`config.mk`:
```
export PLATFORM = sky130hd
export DESIGN_NAME = fu_dep_matrix
export DESIGN_NICKNAME = d
export VERILOG_FILES = /design/src/rtl/fdm_pkg.sv /design/src/rtl/fdm_row.sv /design/src/rtl/fdm_pick.sv /design/src/rtl/fu_dep_matrix.sv
export SDC_FILE = /design/constraint.sdc
export NUM_CORES = 1
export LEC_CHECK = 0
export BUFFER_PORTS_ARGS = -buffer_cell sky130_fd_sc_hd__buf_2
export CORE_UTILIZATION = 65
export CTS_CLUSTER_DIAMETER = 30
export CTS_CLUSTER_SIZE = 10
export DETAILED_ROUTE_END_ITERATION = 8
export GPL_TIMING_DRIVEN = 0
export PLACE_DENSITY = 0.84
export SLEW_MARGIN = 20
export SYNTH_ARGS = -nofsm -noshare
export SYNTH_HDL_FRONTEND = slang
export SYNTH_HIERARCHICAL = 1
export SYNTH_SLANG_ARGS = --single-unit
```
`constraint.sdc`:
```
create_clock -name clk -period 5.2 [get_ports clk]
set_input_delay 0.52 -clock clk [delete_from_list [all_inputs] [get_ports clk]]
set_output_delay 0.52 -clock clk [all_outputs]
set_load 0.01 [all_outputs]
```
`src/rtl/fdm_pkg.sv`:
```
package fdm_pkg;
  parameter int unsigned FDM_UNITS = 8;

  typedef struct packed {
    logic busy;
    logic rd_done;
    logic wr_done;
    logic wprev;
  } fdm_state_t;
endpackage

```
`src/rtl/fdm_row.sv`:
```
module fdm_row #(
  parameter int N   = fdm_pkg::FDM_UNITS,
  parameter int IDX = 0
) (
  input  logic         clk,
  input  logic         rst,
  input  logic         issue_me,
  input  logic [N-1:0] dep_raw,
  input  logic [N-1:0] dep_waw,
  input  logic         issue_wprev,
  input  logic [N-1:0] col_clr,
  input  logic         rel_me,
  input  logic         rd_take,
  input  logic         wr_take,
  output fdm_pkg::fdm_state_t st,
  output logic         raw_any,
  output logic         waw_any
);
  logic [N-1:0] raw_q, waw_q;

  always_ff @(posedge clk) begin
    if (rst) begin
      st    <= '0;
      raw_q <= '0;
      waw_q <= '0;
    end else if (col_clr[IDX]) begin
      st    <= '0;
      raw_q <= '0;
      waw_q <= '0;
    end else if (issue_me && !st.busy) begin
      st.busy    <= 1'b1;
      st.rd_done <= 1'b0;
      st.wr_done <= 1'b0;
      st.wprev   <= issue_wprev;
      raw_q      <= dep_raw;
      waw_q      <= dep_waw;
    end else begin
      raw_q <= raw_q & ~col_clr;
      waw_q <= waw_q & ~col_clr;
      if (rd_take) st.rd_done <= 1'b1;
      if (wr_take) st.wr_done <= 1'b1;
      if (rel_me)  st.wprev   <= 1'b0;
    end
  end

  assign raw_any = |raw_q;
  assign waw_any = |waw_q;

  // read grant lasts one cycle per operation
  a_r3_read_pulse: assert property (@(posedge clk) disable iff (rst)
    rd_take |=> !rd_take);
  // commit only after read and with no waits pending
  a_r4_write_ready: assert property (@(posedge clk) disable iff (rst)
    wr_take |-> (st.rd_done && raw_q == '0 && waw_q == '0));
  // write-prevention withholds the commit grant
  a_r5_wprev_hold: assert property (@(posedge clk) disable iff (rst)
    st.wprev |-> !wr_take);
  // clearing a unit leaves it idle with no further grant
  a_r6_clear_idle: assert property (@(posedge clk) disable iff (rst)
    col_clr[IDX] |=> (!st.busy && !wr_take));
endmodule

```
`src/rtl/fdm_pick.sv`:
```
module fdm_pick #(
  parameter int N = fdm_pkg::FDM_UNITS
) (
  input  logic [N-1:0] req,
  output logic [N-1:0] gnt
);
  always_comb begin
    logic found;
    found = 1'b0;
    gnt   = '0;
    for (int i = 0; i < N; i++) begin
      if (req[i] && !found) begin
        gnt[i] = 1'b1;
        found  = 1'b1;
      end
    end
  end
endmodule

```
`src/rtl/fu_dep_matrix.sv`:
```
module fu_dep_matrix #(
  parameter int N = fdm_pkg::FDM_UNITS,
  localparam int IW = (N > 1) ? $clog2(N) : 1
) (
  input  logic          clk,
  input  logic          rst,
  input  logic          issue_valid,
  input  logic [IW-1:0] issue_unit,
  input  logic [N-1:0]  issue_raw,
  input  logic [N-1:0]  issue_waw,
  input  logic          issue_wprev,
  input  logic [N-1:0]  rel_vec,
  input  logic          comp_valid,
  input  logic [IW-1:0] comp_unit,
  input  logic [N-1:0]  die_vec,
  output logic [N-1:0]  busy,
  output logic [N-1:0]  go_read,
  output logic [N-1:0]  go_write
);
  logic [N-1:0] iss_oh, comp_oh, col_clr, dep_mask;
  logic [N-1:0] raw_any, waw_any, elig;
  fdm_pkg::fdm_state_t st [N];

  assign iss_oh   = issue_valid ? (N'(1) << issue_unit) : '0;
  assign comp_oh  = comp_valid  ? (N'(1) << comp_unit)  : '0;
  assign col_clr  = comp_oh | die_vec;
  assign dep_mask = busy & ~col_clr & ~iss_oh;

  for (genvar g = 0; g < N; g++) begin : g_row
    fdm_row #(.N(N), .IDX(g)) u_row (
      .clk         (clk),
      .rst         (rst),
      .issue_me    (iss_oh[g]),
      .dep_raw     (issue_raw & dep_mask),
      .dep_waw     (issue_waw & dep_mask),
      .issue_wprev (issue_wprev),
      .col_clr     (col_clr),
      .rel_me      (rel_vec[g]),
      .rd_take     (go_read[g]),
      .wr_take     (go_write[g]),
      .st          (st[g]),
      .raw_any     (raw_any[g]),
      .waw_any     (waw_any[g])
    );
    assign busy[g]    = st[g].busy;
    assign go_read[g] = st[g].busy && !st[g].rd_done && !raw_any[g];
    assign elig[g]    = st[g].busy && st[g].rd_done && !st[g].wr_done &&
                        !st[g].wprev && !raw_any[g] && !waw_any[g];
  end

  fdm_pick #(.N(N)) u_pick (
    .req (elig),
    .gnt (go_write)
  );

  // no more than one commit grant per cycle
  a_r8_one_write: assert property (@(posedge clk) disable iff (rst)
    $onehot0(go_write));
  // grants stay low while idle
  a_r1_idle_quiet: assert property (@(posedge clk) disable iff (rst)
    ((go_read | go_write) & ~busy) == '0);
endmodule

```
* After elaboration in Yosys (flattened, before gate mapping)
Cells that the tools add are included.
** Operators by class
- Bitwise gates (word level) :: 23
- Shift operators :: 2
- Multiplexer cells :: 48
- Reductions and logical operators :: 166
** Operators with widths (number)
- $and A8 B8 Y8 :: 20
- $mux W8 :: 18
- $reduce_or A8 Y1 :: 16
- $logic_and A1 B1 Y1 :: 71
- $logic_not A1 Y1 :: 55
- $mux W1 :: 30
- $reduce_or A3 Y1 :: 8
- $not A8 Y8 :: 2
- $reduce_bool A2 Y1 :: 8
- $reduce_or A2 Y1 :: 8
- $shl A1 B3 Y8 const A :: 2
- $or A8 B8 Y8 :: 1
** Storage, ports and cells
- Input port bits :: 43
- Output and inout port bits :: 24
- Register bits after elaboration :: 160

* Logic depth before layout (Yosys ltp)
- Word-level depth :: 27
- Mapped depth :: 8
- Depth with buffers taken out :: 8

* Modules after synthesis
The synthesis kept the hierarchy.
** Modules (own cells, without submodules)
- fdm_row at g_row[0].u_row ... :: cells each 92, times used 4, sequential area each 400.4 µm², area an instance 865.8 µm²
- fdm_row at g_row[1].u_row ... :: cells each 92, times used 3, sequential area each 400.4 µm², area an instance 1001.0 µm²
- fdm_row at g_row[7].u_row :: cells each 92, times used 1, sequential area each 400.4 µm², area an instance 973.4 µm²
- fu_dep_matrix :: cells each 87, times used 1, sequential area each 0.0 µm², area an instance 566.8 µm²
- fdm_pick :: cells each 11, times used 1, sequential area each 0.0 µm², area an instance 83.8 µm²

* Worst setup path before layout
No wires, ideal clock.
- Path type :: input to register
- Start point :: input port comp_unit[0]
- End point :: register g_row[7].u_row.raw_q[3]
- Path buffers :: 0
- Required time :: 5134 ps
- Library setup time :: 66 ps
- Stages :: 4
- Arrival time :: 2158 ps
- Path slack :: 2975 ps
- Path through :: and4b_2 nor4_1 nand2_1 a21oi_2
** On the way
- Cells in the longest elaborated chain, start to end :: 8
- Elaborated cells on any way between the ends :: 10
** RTL lines
- start: declaration :: RTL line fu_dep_matrix.sv:14 : input logic [IW-1:0] comp_unit,
- $shl A1 B3 Y8 (*) :: RTL line fu_dep_matrix.sv:25 : assign comp_oh = comp_valid ? (N'(1) << comp_unit) : '0;
- $mux W8 (*) :: RTL line fu_dep_matrix.sv:25
- $or A8 B8 Y8 (*) :: RTL line fu_dep_matrix.sv:26 : assign col_clr = comp_oh | die_vec;
- $not A8 Y8 :: RTL line fdm_row.sv:38, fu_dep_matrix.sv:27
- $and A8 B8 Y8 (2 in series) :: RTL line fu_dep_matrix.sv:27 : assign dep_mask = busy & ~col_clr & ~iss_oh;
- $and A8 B8 Y8 :: RTL line fu_dep_matrix.sv:34 : .dep_raw (issue_raw & dep_mask),
- $mux W8 :: RTL line fdm_row.sv:30 : end else if (issue_me && !st.busy) begin
- end signal: assignment :: RTL line fdm_row.sv:35 : raw_q <= dep_raw;
- end signal: assignment :: RTL line fdm_row.sv:38 : raw_q <= raw_q & ~col_clr;
- end: declaration :: RTL line fdm_row.sv:19 : logic [N-1:0] raw_q, waw_q;
Mark *: on every way between the ends. The rest lies on a longest branch, timed or not.
A chain may end at the register's enable or synchronous reset.

* Final worst setup path
- Start point :: register g_row[1].u_row.raw_q[4]
- End point :: output port go_write[7]
** On the way
- Cells in the longest elaborated chain, start to end :: 24
** RTL lines
- start: declaration :: RTL line fdm_row.sv:19
- start signal: assignment :: RTL line fdm_row.sv:35
- start signal: assignment :: RTL line fdm_row.sv:38
- $reduce_or A8 Y1 (*) :: RTL line fdm_row.sv:46 : assign raw_any = |raw_q;
- net raw_any[1] :: RTL line fu_dep_matrix.sv:21 : logic [N-1:0] raw_any, waw_any, elig;
- $logic_not A1 Y1 (*) :: RTL line fu_dep_matrix.sv:48 : !st[g].wprev && !raw_any[g] && !waw_any[g];
- $logic_and A1 B1 Y1 (*) (2 in series) :: RTL line fu_dep_matrix.sv:48
- net elig[1] :: RTL line fu_dep_matrix.sv:21
- $logic_and A1 B1 Y1 (*) :: RTL line fdm_pick.sv:12 : if (req[i] && !found) begin
- $mux W1 (*) :: RTL line fdm_pick.sv:12
- $logic_not A1 Y1 :: RTL line fdm_pick.sv:12
- [... 9 more ...]
- $logic_and A1 B1 Y1 :: RTL line fdm_pick.sv:12
- $mux W1 (*) :: RTL line fdm_pick.sv:12
- $logic_not A1 Y1 :: RTL line fdm_pick.sv:12
- $logic_and A1 B1 Y1 :: RTL line fdm_pick.sv:12
- $mux W1 (*) :: RTL line fdm_pick.sv:12
- $logic_not A1 Y1 (*) :: RTL line fdm_pick.sv:12
- $logic_and A1 B1 Y1 (*) :: RTL line fdm_pick.sv:12
- $mux W1 (*) :: RTL line fdm_pick.sv:12
- end: declaration :: RTL line fu_dep_matrix.sv:18 : output logic [N-1:0] go_write
The timed path passes the listed nets; every way through them passes the cells marked *.

==> impl_metrics.json <==
{
  "clk_root_buf": "clkbuf_16",
  "drc_viols": 0,
  "synth_seq_cells": 160,
  "floorplan.die_area_um2": 12900,
  "synth.yosys.seq_area_share": 0.396,
  "element_type_at_the_critical_path_start": "register",
  "multi_input_area_um2": 4460,
  "avgSynthCellArea_um2": 9.70,
  "mappedNetlistArea_um2": 8090,
  "grt_pass1_vias": 6976,
  "grt_start_max_net_pins": 18,
  "crit_fanout": 4,
  "worstMarginPinSlew_ps": 1160,
  "yosys-top-cells-area": "dfxtp_1 40%, a21oi_2 8.9%, nand3b_1 8.2%",
  "floorplan.die.width_um": 114,
  "cts-buffers-inserted": 17,
  "synth.net_count": 877,
  "grt_overflow_total": 0,
  "power.share.switching": 0.222,
  "share_clk_of_total_power": 0.466,
  "synthArstFlopShare": 0,
  "drt_pre_antenna_iters": 5,
  "layout.area.seq_um2": 3200,
  "wl_per_cell_um": 20.9,
  "clkTransAtPathRegs_ps": 60,
  "die_height_um": 114,
  "io_buffer_count": 66,
  "gate_count_after_technology_mapping": 834,
  "cts_buffer_depth": 2,
  "final_stage_net_count": 985,
  "irDropWorstVdd_mv": 0.223,
  "critical_path_class": "register to output port",
  "synth.most_common_cell": "dfxtp_1",
  "synth_cell_types": 32,
  "met2_track_demand_over_resource": 0.603,
  "worst-endpoint-arrival_ps": 2930,
  "fillers": 806,
  "rows": 40,
  "ctsHoldBuffers": 0,
  "clock_latency_on_the_worst_skew_pair_ps": 410,
  "powerDensity_nw_per_um2": 280,
  "n_antenna_cell": 0,
  "power.combinational.fraction": 0.070,
  "unrepaired_setup_endpoints_after_global_routing": "false",
  "report.power.total_uw": 2650,
  "antenna_found_initial": 0,
  "critical_path_required_ps": 4680,
  "grt_util_met3": 0.0877,
  "placeable_core_region_um2": 12100,
  "setup_total_negative_slack_ps": 0,
  "postRouteAntennaNets": 0,
  "min-delay-path-class": "input port to register",
  "clock_tree.htree_level_count": 4,
  "clock_tree_from_tritoncts": "built",
  "power_frac_seq": 0.464,
  "synth-edff-count": 0,
  "avgViaCountPerCell": 6.20,
  "boundaryPins": 67,
  "timing.critical_path.to_type": "output port",
  "synth_largest_type_area_fraction": 0.396,
  "max_freq_mhz": 290,
  "cap_violations": 0,
  "global_route.usage.met1": 0.473,
  "groute.usage.overall": 0.377,
  "globalplace.congestion": 0.867,
  "place.detailed.hpwl_um": 16100,
  "floorplan.initialDensity": 0.671,
  "timing.max_slew.rel_slack": 0.217,
  "first_pass_grt_wire_length_um": 36500,
  "cts.repair_timing.setup_buffer_count": 0,
  "p_leak_uw": 0.00331,
  "run_status": "complete, no violations",
  "power_report.internal_total_uw": 2060,
  "synth_ff_type": "dfxtp_1",
  "ctsResizeCount": 0,
  "clock_sinks": 160,
  "share_of_cells_above_drive_strength_1": 0.406,
  "report.final.setup_viol": 0,
  "net_switching_component_of_the_power_uw": 588,
  "finalCritPeriodShare": 0.663,
  "drt_iter0_markers": 681,
  "postRouteWirelength_um": 23400,
  "report.final.slew_viol_count": 0,
  "global_route_layer_with_the_greatest_usage": "met2",
  "post_synth_most_frequent_cells": "160 x dfxtp_1, 123 x nand2_1, 88 x nand3b_1, 82 x a21oi_2, 61 x nand2_2",
  "cell_taking_the_most_area_after_synthesis": "dfxtp_1",
  "yosysWarningCount": 6,
  "final.min_clock_period_ps": 3450,
  "finalHoldViolCount": 0,
  "dr_total_vias": 6955,
  "area_delta_synth_final_pct": 17.0,
  "clock-skew-final_ps": 5.55
}
power groups by stage:
stage | Sequential [uW] | Combinational, uW | Clock, uW
after floorplan | 1260 | 113 | 0
after global placement | 1260 | 173 | 0
after detailed placement | 1260 | 181 | 0
after CTS | 1230 | 182 | 1240
after global routing | 1230 | 194 | 1290
final | 1230 | 187 | 1230
logic make-up after synthesis:
family                 share of synthesized area
AOI/OAI and AO/OA                          0.124
buffers and inverters                     0.0660
DFF                                        0.396
and+or+nand+nor                            0.414
state kept, by name, indices dropped and copies added (netlist names):
| signal | cells |
|---|---|
| g_row.u_row/st | 32 |
| g_row.u_row/waw_q | 64 |
| g_row.u_row/raw_q | 64 |
final timing paths:
check / slack, ps / end / start / depth (start not counted)
hold reg to reg: 470 / g_row[6].u_row/waw_q[6] / g_row[6].u_row/waw_q[6] / 2
setup reg to reg: 2510 / g_row[5].u_row/st[1] / g_row[1].u_row/raw_q[4] / 8
setup / recovery: 1750 / go_write[7] / g_row[1].u_row/raw_q[4] / 7
hold / removal: 390 / g_row[4].u_row/st[0] / rel_vec[4] / 3
area by class of cell:
class                      instances  area share
buffer                            49      0.0561
tap                              168      0.0222
clock inverter                     6     0.00846
multi-input combinational        624       0.471
timing repair buffer              89      0.0503
sequential                       160       0.339
clock buffer                      24      0.0530
inverter                           1    0.000397
stage by stage:
stage          std cells  hold slack [ps]  cell area (um2)  worst slack [ps]   util
2_1_floorplan        834              436             8090              2980      -
3_3_place_gp        1068              443             8630              1210  0.716
3_5_place_dp        1091              451             8880              2260  0.736
4_1_cts             1121              376             9460              1810  0.784
5_1_grt             1121              382             9460              1710  0.784
6_report            1121              386             9460              1750  0.784
layout by cell type (no fill, tap or decap), drive strengths merged, types with 8 or more instances in the layout:
cell type / count
a21oi: 136
and2b: 8
buf: 134
clkbuf: 28
dfxtp: 160
nand2: 184
nand2b: 25
nand3b: 120
nor2: 41
nor3: 18
nor4: 55
or2: 15
critical path, cell delays in order, from the launching register on:
cell      delay (ps)
dfxtp_1          340
nor4_1           330
nand2_1           80
nand2b_1         160
nor4_1           940
or4_4            380
nor4_1            90
buf_2            200
routing by layer:
layer / share of wire / up-vias
met2: 0.46 / 393
li1: - / 3143
met5: 0 / -
met1: 0.40 / 3335
met4: 0.044 / 0
met3: 0.093 / 84
Power figures use the tool's default switching activity.
